==> src/rtl/sbPkg.sv <==
package sbPkg;
  localparam int NUM_REGS  = 32;
  localparam int REG_W     = $clog2(NUM_REGS);
  localparam int NUM_UNITS = 5;
  localparam int UNIT_W    = $clog2(NUM_UNITS + 1);

  typedef logic [REG_W-1:0]  regIdx_t;
  typedef logic [UNIT_W-1:0] unitId_t;

  typedef enum logic [1:0] {
    CLS_INT = 2'd0,
    CLS_ADD = 2'd1,
    CLS_MUL = 2'd2,
    CLS_DIV = 2'd3
  } opClass_t;

  typedef enum logic [1:0] {
    ST_IDLE,
    ST_WAITOPS,
    ST_EXEC,
    ST_DONE
  } unitState_t;

  // per-unit status record
  typedef struct packed {
    logic     busy;
    opClass_t op;
    regIdx_t  fi;
    regIdx_t  fj;
    regIdx_t  fk;
    unitId_t  qj;
    unitId_t  qk;
    logic     rj;
    logic     rk;
  } unitRec_t;

  // control -> datapath strobes
  typedef struct packed {
    logic                 issueFire;
    unitId_t              issueUnit;
    logic [NUM_UNITS-1:0] readGrant;
    logic [NUM_UNITS-1:0] wbGrant;
    logic                 wbFire;
    unitId_t              wbUnit;
  } sbStrobes_t;

  // unit index -> class served (index 0 int, 1 add, 2 div, 3..4 mul)
  function automatic opClass_t unitClass(input int idx);
    case (idx)
      0:       return CLS_INT;
      1:       return CLS_ADD;
      2:       return CLS_DIV;
      default: return CLS_MUL;
    endcase
  endfunction
endpackage

==> src/rtl/sbControl.sv <==
module sbControl
  import sbPkg::*;
(
  input  logic       clk,
  input  logic       rstN,
  input  logic       instValid,
  input  opClass_t   instClass,
  input  unitId_t    dstOwner,
  input  unitRec_t   recs   [NUM_UNITS],
  input  unitState_t states [NUM_UNITS],
  output logic       instReady,
  output unitId_t    pickUnit,
  output sbStrobes_t strobes
);
  logic                 candFound;
  logic [NUM_UNITS-1:0] warHold;
  logic [NUM_UNITS-1:0] wbReq;

  // structural check: lowest free unit of the requested class
  always_comb begin
    candFound = 1'b0;
    pickUnit  = '0;
    for (int i = 0; i < NUM_UNITS; i++) begin
      if (!candFound && !recs[i].busy && unitClass(i) == instClass) begin
        candFound = 1'b1;
        pickUnit  = unitId_t'(i + 1);
      end
    end
  end

  assign instReady = candFound && (dstOwner == '0);

  // WAR: another unit still has an unread source naming our destination
  always_comb begin
    for (int i = 0; i < NUM_UNITS; i++) begin
      warHold[i] = 1'b0;
      for (int j = 0; j < NUM_UNITS; j++) begin
        if (j != i && recs[j].busy &&
            ((recs[j].rj && recs[j].fj == recs[i].fi) ||
             (recs[j].rk && recs[j].fk == recs[i].fi)))
          warHold[i] = 1'b1;
      end
      wbReq[i] = (states[i] == ST_DONE) && !warHold[i];
    end
  end

  always_comb begin
    strobes           = '0;
    strobes.issueFire = instValid && instReady;
    strobes.issueUnit = pickUnit;
    for (int i = 0; i < NUM_UNITS; i++)
      strobes.readGrant[i] = (states[i] == ST_WAITOPS) && recs[i].rj && recs[i].rk;
    for (int i = NUM_UNITS - 1; i >= 0; i--) begin
      if (wbReq[i]) begin
        strobes.wbGrant = '0;
        strobes.wbGrant[i] = 1'b1;
        strobes.wbUnit  = unitId_t'(i + 1);
        strobes.wbFire  = 1'b1;
      end
    end
  end

  assert_single_wb_R8: assert property (@(posedge clk) disable iff (!rstN)
    $onehot0(strobes.wbGrant));

  for (genvar g = 0; g < NUM_UNITS; g++) begin : gChk
    assert_rec_class_R2: assert property (@(posedge clk) disable iff (!rstN)
      recs[g].busy |-> recs[g].op == unitClass(g));
    assert_read_clear_R4: assert property (@(posedge clk) disable iff (!rstN)
      strobes.readGrant[g] |-> (recs[g].qj == '0 && recs[g].qk == '0));
  end
endmodule

==> src/rtl/sbDatapath.sv <==
module sbDatapath
  import sbPkg::*;
#(
  parameter int LAT_INT = 1,
  parameter int LAT_ADD = 4,
  parameter int LAT_MUL = 6,
  parameter int LAT_DIV = 10
) (
  input  logic                 clk,
  input  logic                 rstN,
  input  sbStrobes_t           strobes,
  input  opClass_t             instClass,
  input  regIdx_t              instDst,
  input  regIdx_t              instSrc1,
  input  regIdx_t              instSrc2,
  output unitId_t              dstOwner,
  output unitRec_t             recs   [NUM_UNITS],
  output unitState_t           states [NUM_UNITS],
  output logic [NUM_UNITS-1:0] execStart,
  output regIdx_t              wbReg
);
  localparam int MAX_LAT = (LAT_DIV > LAT_MUL) ? LAT_DIV : LAT_MUL;
  localparam int CNT_W   = $clog2(MAX_LAT + 1);

  unitId_t resultTable [NUM_REGS];
  unitId_t own1, own2, fwdQ1, fwdQ2;
  logic    warConflict;

  assign dstOwner = resultTable[instDst];
  assign own1     = resultTable[instSrc1];
  assign own2     = resultTable[instSrc2];
  // a producer retiring this very cycle counts as already written
  assign fwdQ1 = (strobes.wbFire && own1 == strobes.wbUnit) ? '0 : own1;
  assign fwdQ2 = (strobes.wbFire && own2 == strobes.wbUnit) ? '0 : own2;

  always_comb begin
    wbReg = '0;
    for (int i = 0; i < NUM_UNITS; i++)
      if (strobes.wbGrant[i]) wbReg = recs[i].fi;
  end

  always_comb begin
    warConflict = 1'b0;
    for (int i = 0; i < NUM_UNITS; i++)
      if (!strobes.wbGrant[i] && recs[i].busy &&
          ((recs[i].rj && recs[i].fj == wbReg) || (recs[i].rk && recs[i].fk == wbReg)))
        warConflict = 1'b1;
  end

  always_ff @(posedge clk) begin
    if (!rstN) begin
      for (int r = 0; r < NUM_REGS; r++) resultTable[r] <= '0;
    end else begin
      if (strobes.wbFire)    resultTable[wbReg]   <= '0;
      if (strobes.issueFire) resultTable[instDst] <= strobes.issueUnit;
    end
  end

  for (genvar g = 0; g < NUM_UNITS; g++) begin : gUnit
    localparam int LAT = (g == 0) ? LAT_INT : (g == 1) ? LAT_ADD :
                         (g == 2) ? LAT_DIV : LAT_MUL;
    unitRec_t         recQ;
    unitState_t       stateQ;
    logic [CNT_W-1:0] cntQ;
    logic             startQ;
    logic             issueHere;

    assign issueHere = strobes.issueFire && strobes.issueUnit == unitId_t'(g + 1);

    always_ff @(posedge clk) begin
      if (!rstN) begin
        recQ   <= '0;
        stateQ <= ST_IDLE;
        cntQ   <= '0;
        startQ <= 1'b0;
      end else begin
        startQ <= strobes.readGrant[g];
        if (strobes.wbGrant[g]) begin
          recQ   <= '0;
          stateQ <= ST_IDLE;
        end else if (issueHere) begin
          recQ.busy <= 1'b1;
          recQ.op   <= instClass;
          recQ.fi   <= instDst;
          recQ.fj   <= instSrc1;
          recQ.fk   <= instSrc2;
          recQ.qj   <= fwdQ1;
          recQ.qk   <= fwdQ2;
          recQ.rj   <= (fwdQ1 == '0);
          recQ.rk   <= (fwdQ2 == '0);
          stateQ    <= ST_WAITOPS;
        end else begin
          if (strobes.readGrant[g]) begin
            recQ.rj <= 1'b0;
            recQ.rk <= 1'b0;
            stateQ  <= ST_EXEC;
            cntQ    <= CNT_W'(LAT);
          end else if (stateQ == ST_EXEC) begin
            if (cntQ == CNT_W'(1)) stateQ <= ST_DONE;
            else                   cntQ   <= cntQ - 1'b1;
          end
          if (strobes.wbFire && recQ.qj == strobes.wbUnit) begin
            recQ.qj <= '0;
            recQ.rj <= 1'b1;
          end
          if (strobes.wbFire && recQ.qk == strobes.wbUnit) begin
            recQ.qk <= '0;
            recQ.rk <= 1'b1;
          end
        end
      end
    end

    assign recs[g]      = recQ;
    assign states[g]    = stateQ;
    assign execStart[g] = startQ;

    assert_wb_from_done_R3: assert property (@(posedge clk) disable iff (!rstN)
      strobes.wbGrant[g] |-> stateQ == ST_DONE);
    assert_issue_free_R6: assert property (@(posedge clk) disable iff (!rstN)
      issueHere |-> !recQ.busy);
  end

  assert_waw_clear_R5: assert property (@(posedge clk) disable iff (!rstN)
    strobes.issueFire |-> dstOwner == '0);
  assert_war_clear_R7: assert property (@(posedge clk) disable iff (!rstN)
    strobes.wbFire |-> !warConflict);
endmodule

==> src/rtl/scoreboardCtl.sv <==
module scoreboardCtl
  import sbPkg::*;
#(
  parameter int LAT_INT = 1,
  parameter int LAT_ADD = 4,
  parameter int LAT_MUL = 6,
  parameter int LAT_DIV = 10
) (
  input  logic                 clk,
  input  logic                 rstN,
  input  logic                 instValid,
  input  logic [1:0]           instClass,
  input  logic [REG_W-1:0]     instDst,
  input  logic [REG_W-1:0]     instSrc1,
  input  logic [REG_W-1:0]     instSrc2,
  output logic                 instReady,
  output logic [UNIT_W-1:0]    issueUnit,
  output logic [NUM_UNITS-1:0] readGrant,
  output logic [NUM_UNITS-1:0] execStart,
  output logic [NUM_UNITS-1:0] wbGrant,
  output logic [REG_W-1:0]     wbReg
);
  sbStrobes_t strobes;
  unitRec_t   recs   [NUM_UNITS];
  unitState_t states [NUM_UNITS];
  unitId_t    dstOwner;
  opClass_t   clsIn;

  assign clsIn = opClass_t'(instClass);

  sbControl uCtrl (
    .clk      (clk),
    .rstN     (rstN),
    .instValid(instValid),
    .instClass(clsIn),
    .dstOwner (dstOwner),
    .recs     (recs),
    .states   (states),
    .instReady(instReady),
    .pickUnit (issueUnit),
    .strobes  (strobes)
  );

  sbDatapath #(
    .LAT_INT(LAT_INT), .LAT_ADD(LAT_ADD), .LAT_MUL(LAT_MUL), .LAT_DIV(LAT_DIV)
  ) uDp (
    .clk      (clk),
    .rstN     (rstN),
    .strobes  (strobes),
    .instClass(clsIn),
    .instDst  (instDst),
    .instSrc1 (instSrc1),
    .instSrc2 (instSrc2),
    .dstOwner (dstOwner),
    .recs     (recs),
    .states   (states),
    .execStart(execStart),
    .wbReg    (wbReg)
  );

  assign readGrant = strobes.readGrant;
  assign wbGrant   = strobes.wbGrant;
endmodule

==> config.mk <==
export PLATFORM = sky130hd
export DESIGN_NAME = scoreboardCtl
export DESIGN_NICKNAME = d
export VERILOG_FILES = /design/src/rtl/sbPkg.sv /design/src/rtl/sbControl.sv /design/src/rtl/sbDatapath.sv /design/src/rtl/scoreboardCtl.sv
export SDC_FILE = /design/constraint.sdc
export NUM_CORES = 1
export LEC_CHECK = 0
export ABC_AREA = 1
export BUFFER_PORTS_ARGS = -buffer_cell sky130_fd_sc_hd__buf_2
export CORE_ASPECT_RATIO = 1.1
export CORE_MARGIN = 4
export CORE_UTILIZATION = 45
export CTS_BUF_LIST = sky130_fd_sc_hd__clkbuf_16
export DETAILED_ROUTE_END_ITERATION = 7
export GPL_TIMING_DRIVEN = 0
export SLEW_MARGIN = 10
export SYNTH_ARGS = -nofsm -noshare
export SYNTH_HDL_FRONTEND = slang
export SYNTH_SLANG_ARGS = --single-unit
==> constraint.sdc <==
create_clock -name clk -period 2.5 [get_ports clk]
set_input_delay 0 -clock clk [delete_from_list [all_inputs] [get_ports clk]]
set_output_delay 0 -clock clk [all_outputs]
set_load 0.01 [all_outputs]
---- Yosys cells after proc, flatten, opt, wreduce, memory -nomap -nowiden ----
Memory sizes are Yosys's and may differ from the RTL's.
Index checks and enable logic that the tools add are counted.
storage, ports and cells
  register bits ........................... 155
  RAM bits ................................ 96
  input port bits ......................... 20
  output and inout bits ................... 24
  logic and storage cells ................. 490
  memories kept ........................... 1
memory list
  name             words  bits a word  rd ports  clocked after Yosys merged registers in  write ports  line              source
  uDp.resultTable  32     3            3         0                                        32           sbDatapath.sv:25  unitId_t resultTable [NUM_REGS];
operators by class
  add/sub/neg operators ................... 5
  eq/ne operators ......................... 85
  mux-type cells .......................... 120
  bitwise gates (word level) .............. 11
  reduce and logical (&&, ||, !) cells .... 208
operators with widths
  kind                                                                     count
  5-bit == test                                                            40
  1-bit logical AND                                                        103
  4-bit 2-to-1 mux                                                         15
  3-bit nonzero test                                                       20
  3-bit 2-to-1 mux                                                         18
  1-bit 2-to-1 mux                                                         50
  9-bit 2-to-1 mux                                                         5
  2-bit 2-to-1 mux                                                         20
  8-bit 2-to-1 mux                                                         5
  2-bit nonzero test                                                       20
  3-bit == test                                                            12
  5-bit 2-to-1 mux                                                         7
  3-bit OR reduction                                                       7
  2-bit == test, second input constant                                     10
  4-bit by 1-bit == test with 1-bit output, second input constant          5
  1-bit logical OR                                                         20
  2-bit AND reduction                                                      10
  4-bit AND reduction                                                      5
  4-bit by 1-bit subtractor with 4-bit output, second input constant       5
  1-bit logical NOT                                                        14
  1-bit inverter                                                           11
  2-bit by 1-bit == test with 1-bit output, second input constant          5
  2-bit by 1-bit inequality test with 1-bit output, second input constant  5
  2-bit OR reduction                                                       5
  other kinds (7)                                                          12

---- Depth between registers and ports, before layout ----
Gate-level depths: netlist of run 1.
  depth after elaboration ................. 26
  gate-level depth with buffers ........... 22
  depth with buffers taken out ............ 21

---- Hierarchy ----
A second synthesis of run 1 with hierarchy kept.
unflattened totals
  cells, all modules ...................... 2653
  area total of the unflattened synthesis .. 16971.3 um^2
by module, submodules not included
  module      instances  cells each  area an instance (um^2)  seq. area each (um^2)
  sbDatapath  1          1812        13380.3                  6185.9
  sbControl   1          841         3590.9                   0.0

---- Worst setup path after synthesis of run 1 ----
OpenSTA, ideal clock, no wires.
  path type ............................... register to register
  start ................................... reg uDp.gUnit[0].recQ, in the netlist uDp.recs[124]
  end ..................................... mem uDp.resultTable[28][0] in the netlist's numbering (enable)
  data arrival time ....................... 2.155 ns
  required time ........................... 2.198 ns
  path slack .............................. 0.043 ns
  cell stages (with the launch flop) ...... 20
  path buffers ............................ 1
  clock period less this slack ............ 2.457 ns
  cell sequence ........................... dfxtp_1 -> inv_2 -> buf_6 -> o21ai_1 -> nor2_1 -> nand3_1 -> nand2_1 -> nand2_1 -> nand2_1 -> nor2_8 -> inv_6 -> nand3_4 -> nor2_8 -> inv_2 -> nor2_1 -> inv_1 -> nand3_2 -> nor2_4 -> nand2_1 -> nand2_1
RTL lines
  what         line              source
  from (decl)  sbDatapath.sv:62  unitRec_t recQ;
  to (decl)    sbDatapath.sv:25

==> results of run 1 <==
-- kinds of logic (layout without fill, tap and decap cells) --
logic type	count (synthesis)	after routing	synth area share [%]
AO/OA/AOI/OAI	569	569	18.2
AND/OR/NAND/NOR	1382	1382	34.8
flip-flops	251	251	35.7
adder cells (fa/ha/maj)	10	10	0.745
XOR/XNOR	24	24	1.25
buffers and inverters	373	610	9.34
-- metrics by stage --
stage | power (mW) | hold slack, ns | cells
after floorplan | 5.45 | 0.121 | 2609
after global placement | 6.06 | 0.382 | 3135
after detailed placement | 6.07 | 0.385 | 3135
after CTS | 10.9 | 0.0343 | 3268
after global routing | 11.6 | 0.0915 | 3333
final | 11.3 | 0.0823 | 3333
-- final cells by class --
cell class	count	area [um^2]	area share (%)
Buffer	138	1120	4.90
Tap cell	487	609	2.66
Inverter	233	997	4.35
Clock inverter	25	333	1.45
Multi-Input combinational cell	1985	11200	48.8
Sequential cell	251	6030	26.3
Clock buffer	29	726	3.17
Timing Repair Buffer	185	1910	8.34
-- what timing repair did --
action                                 CTS  global route
buffers inserted                        71            54
gates cloned                             1            15
endpoints found under the hold margin   46             0
setup endpoints to repair              353           348
gates resized for setup                315           519
pin swaps                               59           137
hold buffers                             8             0
-- power by group --
| part | total, mW | leakage, nW | switching [mW] | internal, mW |
|---|---|---|---|---|
| combinational | 1.99 | 6.49 | 1.38 | 0.616 |
| sequential | 4.51 | 2.25 | 0.147 | 4.36 |
| clock | 4.82 | 0.501 | 1.97 | 2.86 |
-- routing by layer --
metal | up-vias | routed length, um | part of all wire (%)
met3 | 523 | 8730 | 10
met5 | - | 0 | 0
met4 | 0 | 8630 | 10
li1 | 9067 | - | -
met1 | 9446 | 29500 | 35
met2 | 1417 | 37700 | 45
-- flip-flops by register name, indices dropped and copies added (netlist names) --
register,cells
uDp.gUnit.stateQ,10
uDp.gUnit.startQ,5
uDp.gUnit.cntQ,20
uDp.resultTable,96
uDp.recs,120
-- path summary, 6_finish.rpt --
check,startpoint,end,depth (start not counted)
setup / recovery,uDp.recs[100],uDp.resultTable[23][0],22
hold / removal,instDst[3],uDp.resultTable[24][1],5
setup reg to reg,uDp.recs[100],uDp.resultTable[23][0],22
hold reg to reg,uDp.gUnit[4].cntQ[1],uDp.gUnit[4].cntQ[1],2
-- worst max-delay path, delay by kind of cell (launching register included) --
kind          cells  cell delay (ns)
buf+inv           4             0.52
flops             1             0.31
simple gates     18             2.06
-- cells in the mapped netlist, drive strengths merged --
cell type | number | area [um^2]
o21bai | 1 | 7.51
o22ai | 10 | 62.6
o211ai | 18 | 135
nor2 | 420 | 1710
inv | 227 | 857
ha | 10 | 125
clkinv | 6 | 22.5
o21ai | 257 | 1290
clkbuf | 59 | 230
nand4 | 7 | 56.3
xor2 | 16 | 140
xnor2 | 8 | 70.1
nor3 | 39 | 200
or2 | 1 | 6.26
a31oi | 39 | 244
nand2 | 659 | 2510
o2111ai | 3 | 26.3
a21oi | 217 | 1100
edfxtp | 96 | 2880
nand3 | 246 | 1280
nand3b | 10 | 75.1
buf | 81 | 459
o31ai | 16 | 125
a211oi | 8 | 65.1
dfxtp | 155 | 3100
==> reports/results.ini, run 1 <==
[setup_path]
cpMostUsedCell = nand2_1
cp_slowest_cell = dfxtp_1
worstSetupStartpointType = flip-flop
criticalPathCategory = reg2reg
end_kind = flip-flop
crit_required_ns = 2.82
r2r_slack_ns = -0.71
crit_arrival_ns = 3.53
worstPathMaxFanout = 8
critPathMaxStageDelay_ns = 0.31
path_cells = buf_6 > inv_6 > nand2_1 > nand2_1 > nor2_1 > nand3_1 > nand2_2 > nand2_1 > nand2_1 > nor2_2 > nand2_2 > nand2_4 > nor2_4 > nand2_2 > clkinv_4 > nand2_4 > nand3_4 > clkinv_4 > nand2_4 > nor2_4 > nand2_1 > nand2_2

[synthesis]
syn_area_mm2 = 0.0168
synth-seq-cells = 251
netlist_instances = 2609
synth_nets = 2639
ys_seq_area_share_pct = 35.7
synth_cell_type_count = 45
yosys_warnings = 0
synth_area_per_cell_um2 = 6.44

[final_layout]
drive_gt1_share_pct = 28.0
layout_commonest_cell = nand2_1
design_area_mm2 = 0.0229
fin_util_pct = 62.7
diodes = 0
syn_to_final_growth_pct = 36.5
fill_cells = 3310
final_cell_mix = 522 x nand2_1, 313 x nor2_1, 197 x nand3_1, 189 x o21ai_0, 185 x inv_1
nets = 2853

[power_and_ir_drop]
power.density_mw_per_mm2 = 494
vdd_drop_max_mv = 0.546
power.leakage_nw = 9.24

[outcome]
violations = negative setup slack
status = complete, but fails checks

[timing]
layout_setup_ws_ns = -0.707
period_needed_ns = 3.21
relSlewSlack_pct = 15.2
fin_crit_sh_pct = 128
tightest_slew_ns = 1.27
final_max_slew_viol_count = 0
skew_ns = 0.0284
hold_viol = 0
fmaxAchievable_mhz = 312
rsz0062_at_grt = yes
tns_ns = -104.28
finalSetupViolCount = 335

[clock_network]
cts.clk_slew.worst_paths_ns = 0.07
htreeDepth = 1
cts_tree = done
cts_buffer_depth = 3
numClockSinks = 251
numCtsBuffers = 29
root_buffer = clkbuf_16
insertion_delay_ns = 0.61

[global_routing]
overflow = 0
top_usage_layer = met2
grt_usage_pct = 38.4
grt_start_max_net_pins = 16
grt.met3_usage_pct = 7.11
grtUsageMet1_pct = 45.7
grtUsageMet2_pct = 61.0
grt_pass1_vias = 18700
grt_antenna_before_repair = 0
grt_pass1_wl_um = 117000

[route]
wire_per_inst_um = 25.4
ant_nets = 0
finalWirelength_um = 84600
viasPerCell = 6.14
drcViolationCount = 0
drtPass1Iterations = 5
drt-initial-drc-count = 2508
vias = 20500

[die]
initial_core_util_pct = 46.0
ios = 44
die_width_um = 192
coreArea_mm2 = 0.0365
fp.dieH_um = 211
rows = 73
die-area_mm2 = 0.0405

[place]
dp_hpwl_um = 56000
placed_area_mm2 = 0.0176
gp_congestion = 1.01
port-buffer-count = 39
pre_cts_slack_ns = -1.23

[hold_path]
min_path_type = in2reg

[run]
maxCapViolations = 0

Power figures use the tool's default switching activity.
==> run 2, diff against run 1 <==
- REMOVE_ABC_BUFFERS: unset -> 1
==> run 2 against run 1 <==
Net effect: the flow finishes with violations (design-rule violations, negative setup slack); first-iteration DRC count shrank 2.6%; clock power decreased by 11%; hold slack worse by 0.074 ns; cell count shrank 1.3%; combinational power shrank 4%; sequential cell count did not move; critical path type is now reg2out.
==> reports/results.ini, run 2 (same netlist as run 1, synthesis figures left out) <==
[outcome]
status = complete, but fails checks
violations = design-rule violations, negative setup slack

[route]
wire_per_inst_um = 23.6  ; -7.0%
drt-met1-wl_um = 28500  ; -3.4%
met2WireLength_um = 35200  ; -6.8%
vias = 20200  ; -1.1%
dr_wl_met3_um = 7500  ; -14%
viasPerCell = 6.15  ; +0.18%
ant_nets = 0  ; unchanged
finalWirelength_um = 77700  ; -8.1%
drtPass1Iterations = 8  ; +3
drcViolationCount = 3  ; +3
drt-initial-drc-count = 2442  ; -2.6%
topRoutingLayerUsed = met4

[setup_path]
cp_num_cells = 19  ; -14%
crit_required_ns = 2.50  ; -0.32 ns
cp_slowest_cell = dfxtp_4
end_kind = primary output
startpoint = uDp.recs[74]
critPathTopFamily = simple AND/OR/NAND/NOR gates
r2r_end = uDp.resultTable[12][0]
r2r_slack_ns = -0.51  ; +0.20 ns
critPathMaxStageDelay_ns = 0.36  ; +0.05 ns
path_cells = clkinvlp_4 > buf_6 > nand2_2 > nand2_2 > nor2_1 > nand3_1 > nand2_1 > nand2_1 > inv_1 > nor2_2 > nand2_4 > buf_6 > nand3_4 > nor2_8 > inv_4 > nor2_4 > inv_2 > nand3_4 > buf_6
path_buf_inv = 7  ; +3
cpMostUsedCell = buf_6
crit_arrival_ns = 3.02  ; -0.51 ns
criticalPathCategory = reg2out
r2r-start = uDp.recs[74]
crit_end = wbReg[1]
worstPathMaxFanout = 7  ; -1
worstSetupStartpointType = flip-flop
r2r.worst_path.cells = 21  ; -4.5%

[die]
fp.dieH_um = 211  ; unchanged
initial_core_util_pct = 46.0  ; unchanged
ios = 44  ; unchanged
die-area_mm2 = 0.0405  ; unchanged
coreArea_mm2 = 0.0365  ; unchanged
die_width_um = 192  ; unchanged
rows = 73  ; unchanged

[place]
dp_cells = 3007  ; -4.1%
placed_area_mm2 = 0.0171  ; -2.7%
gp_congestion = 0.981  ; -2.5%
port-buffer-count = 43  ; +10%
pre_cts_slack_ns = -1.90  ; -0.671 ns
dp_hpwl_um = 45500  ; -19%

[power_and_ir_drop]
power.density_mw_per_mm2 = 472  ; -4.5%
p_total_mw = 10.7  ; -5.3%
vdd_drop_max_mv = 0.572  ; +4.8%
power.leakage_nw = 9.31  ; +0.77%

[timing]
relSlewSlack_pct = 24.4  ; +9.2 points
tns_ns = -81.04  ; +23.24 ns
timing.hold.ws_ns = 0.00827  ; -0.0741 ns
hold_viol = 0  ; unchanged
fin_crit_sh_pct = 121  ; -7.6 points
layout_setup_ws_ns = -0.516  ; +0.191 ns
tightest_slew_ns = 1.13  ; -0.139 ns
fmaxAchievable_mhz = 332  ; +6.3%
finalSetupViolCount = 339  ; +1.2%
period_needed_ns = 3.02  ; -0.191 ns
rsz0062_at_grt = yes
final_max_slew_viol_count = 0  ; unchanged
skew_ns = 0.0156  ; -0.0129 ns

[final_layout]
nets = 2813  ; -1.4%
multiInputGateArea_mm2 = 0.0111  ; -1.0%
seqCellArea_mm2 = 0.00611  ; +1.4%
layoutNonFillerInstCount = 3291  ; -1.3%
syn_to_final_growth_pct = 35.3
largest_reg_flops = 120  ; unchanged
diodes = 0  ; unchanged
fin_util_pct = 62.2  ; -0.56 points
drive_gt1_share_pct = 28.6  ; +0.53 points
design_area_mm2 = 0.0227  ; -0.90%
layout_commonest_cell = nand2_1
fill_cells = 3243  ; -2.0%
final_cell_mix = 518 x nand2_1, 362 x nor2_1, 188 x a21oi_1, 179 x inv_1, 176 x o21ai_0

[global_routing]
grt_usage_pct = 35.5  ; -2.8 points
grt_pass1_vias = 18800  ; +0.39%
overflow = 0  ; unchanged
grt_pass1_wl_um = 110000  ; -5.4%
grt_start_max_net_pins = 67  ; +51
grt_antenna_before_repair = 0  ; unchanged

[clock_network]
cts_tree = done
numClockSinks = 251  ; unchanged
root_buffer = clkbuf_16
cts_buffer_depth = 3  ; unchanged
insertion_delay_ns = 0.60  ; about the same
numCtsBuffers = 29  ; unchanged
cts.clk_slew.worst_paths_ns = 0.06  ; about the same
htreeDepth = 1  ; unchanged

[run]
maxCapViolations = 0  ; unchanged

[hold_path]
min_path_type = in2reg

## run 2: final cells by class
type	instances	share of cell area (%)
repair inverters	2	0.0716
well taps	487	2.68
flip-flops and latches	251	26.9
repair buffers	277	12.8
multi-input cells	1989	48.8
clock buffers	29	3.20
clock inverters	23	0.848
inverters	233	4.77
## run 2: repair_timing
action	in CTS	in global routing
gates cloned	7	6
hold buffers	6	0
setup buffers	167	52
gates resized for setup	427	297
endpoints found under the setup margin	353	347
endpoints found under the hold margin	36	0
pin swaps	88	93
## run 2: worst min-delay path by stage
| stage | startpoint | endpoint | cells after the start |
|---|---|---|---|
| 6_report | instDst[0] | uDp.resultTable[4][2] | 4 |
| 2_1_floorplan | rstN | uDp.gUnit[0].cntQ[0] | 2 |
| 5_1_grt | instSrc2[4] | uDp.recs[56] | 4 |
| 4_1_cts | instSrc2[4] | uDp.recs[30] | 4 |
| 3_3_place_gp | rstN | uDp.gUnit[0].cntQ[0] | 3 |
| 3_5_place_dp | rstN | uDp.gUnit[0].cntQ[0] | 3 |
## run 2: routing by layer
layer	vias up	global-route usage (%)
li1	8999	-
met1	9472	42.7
met2	1324	58.2
met3	437	6.81
met4	0	22.6
met5	-	0
## run 2: power by group
part	internal (mW)	total, mW	switching, mW
Combinational	0.641	1.92	1.27
Clock	2.41	4.28	1.87
Sequential	4.35	4.52	0.169
Total	7.40	10.7	3.32
## run 2: worst reg2reg max path, delay by kind of cell, from the launching register on
family	cells	cell delay [ns]
buffers and inverters	5	0.76
AND/OR/NAND/NOR	16	1.58
flip-flops	1	0.36
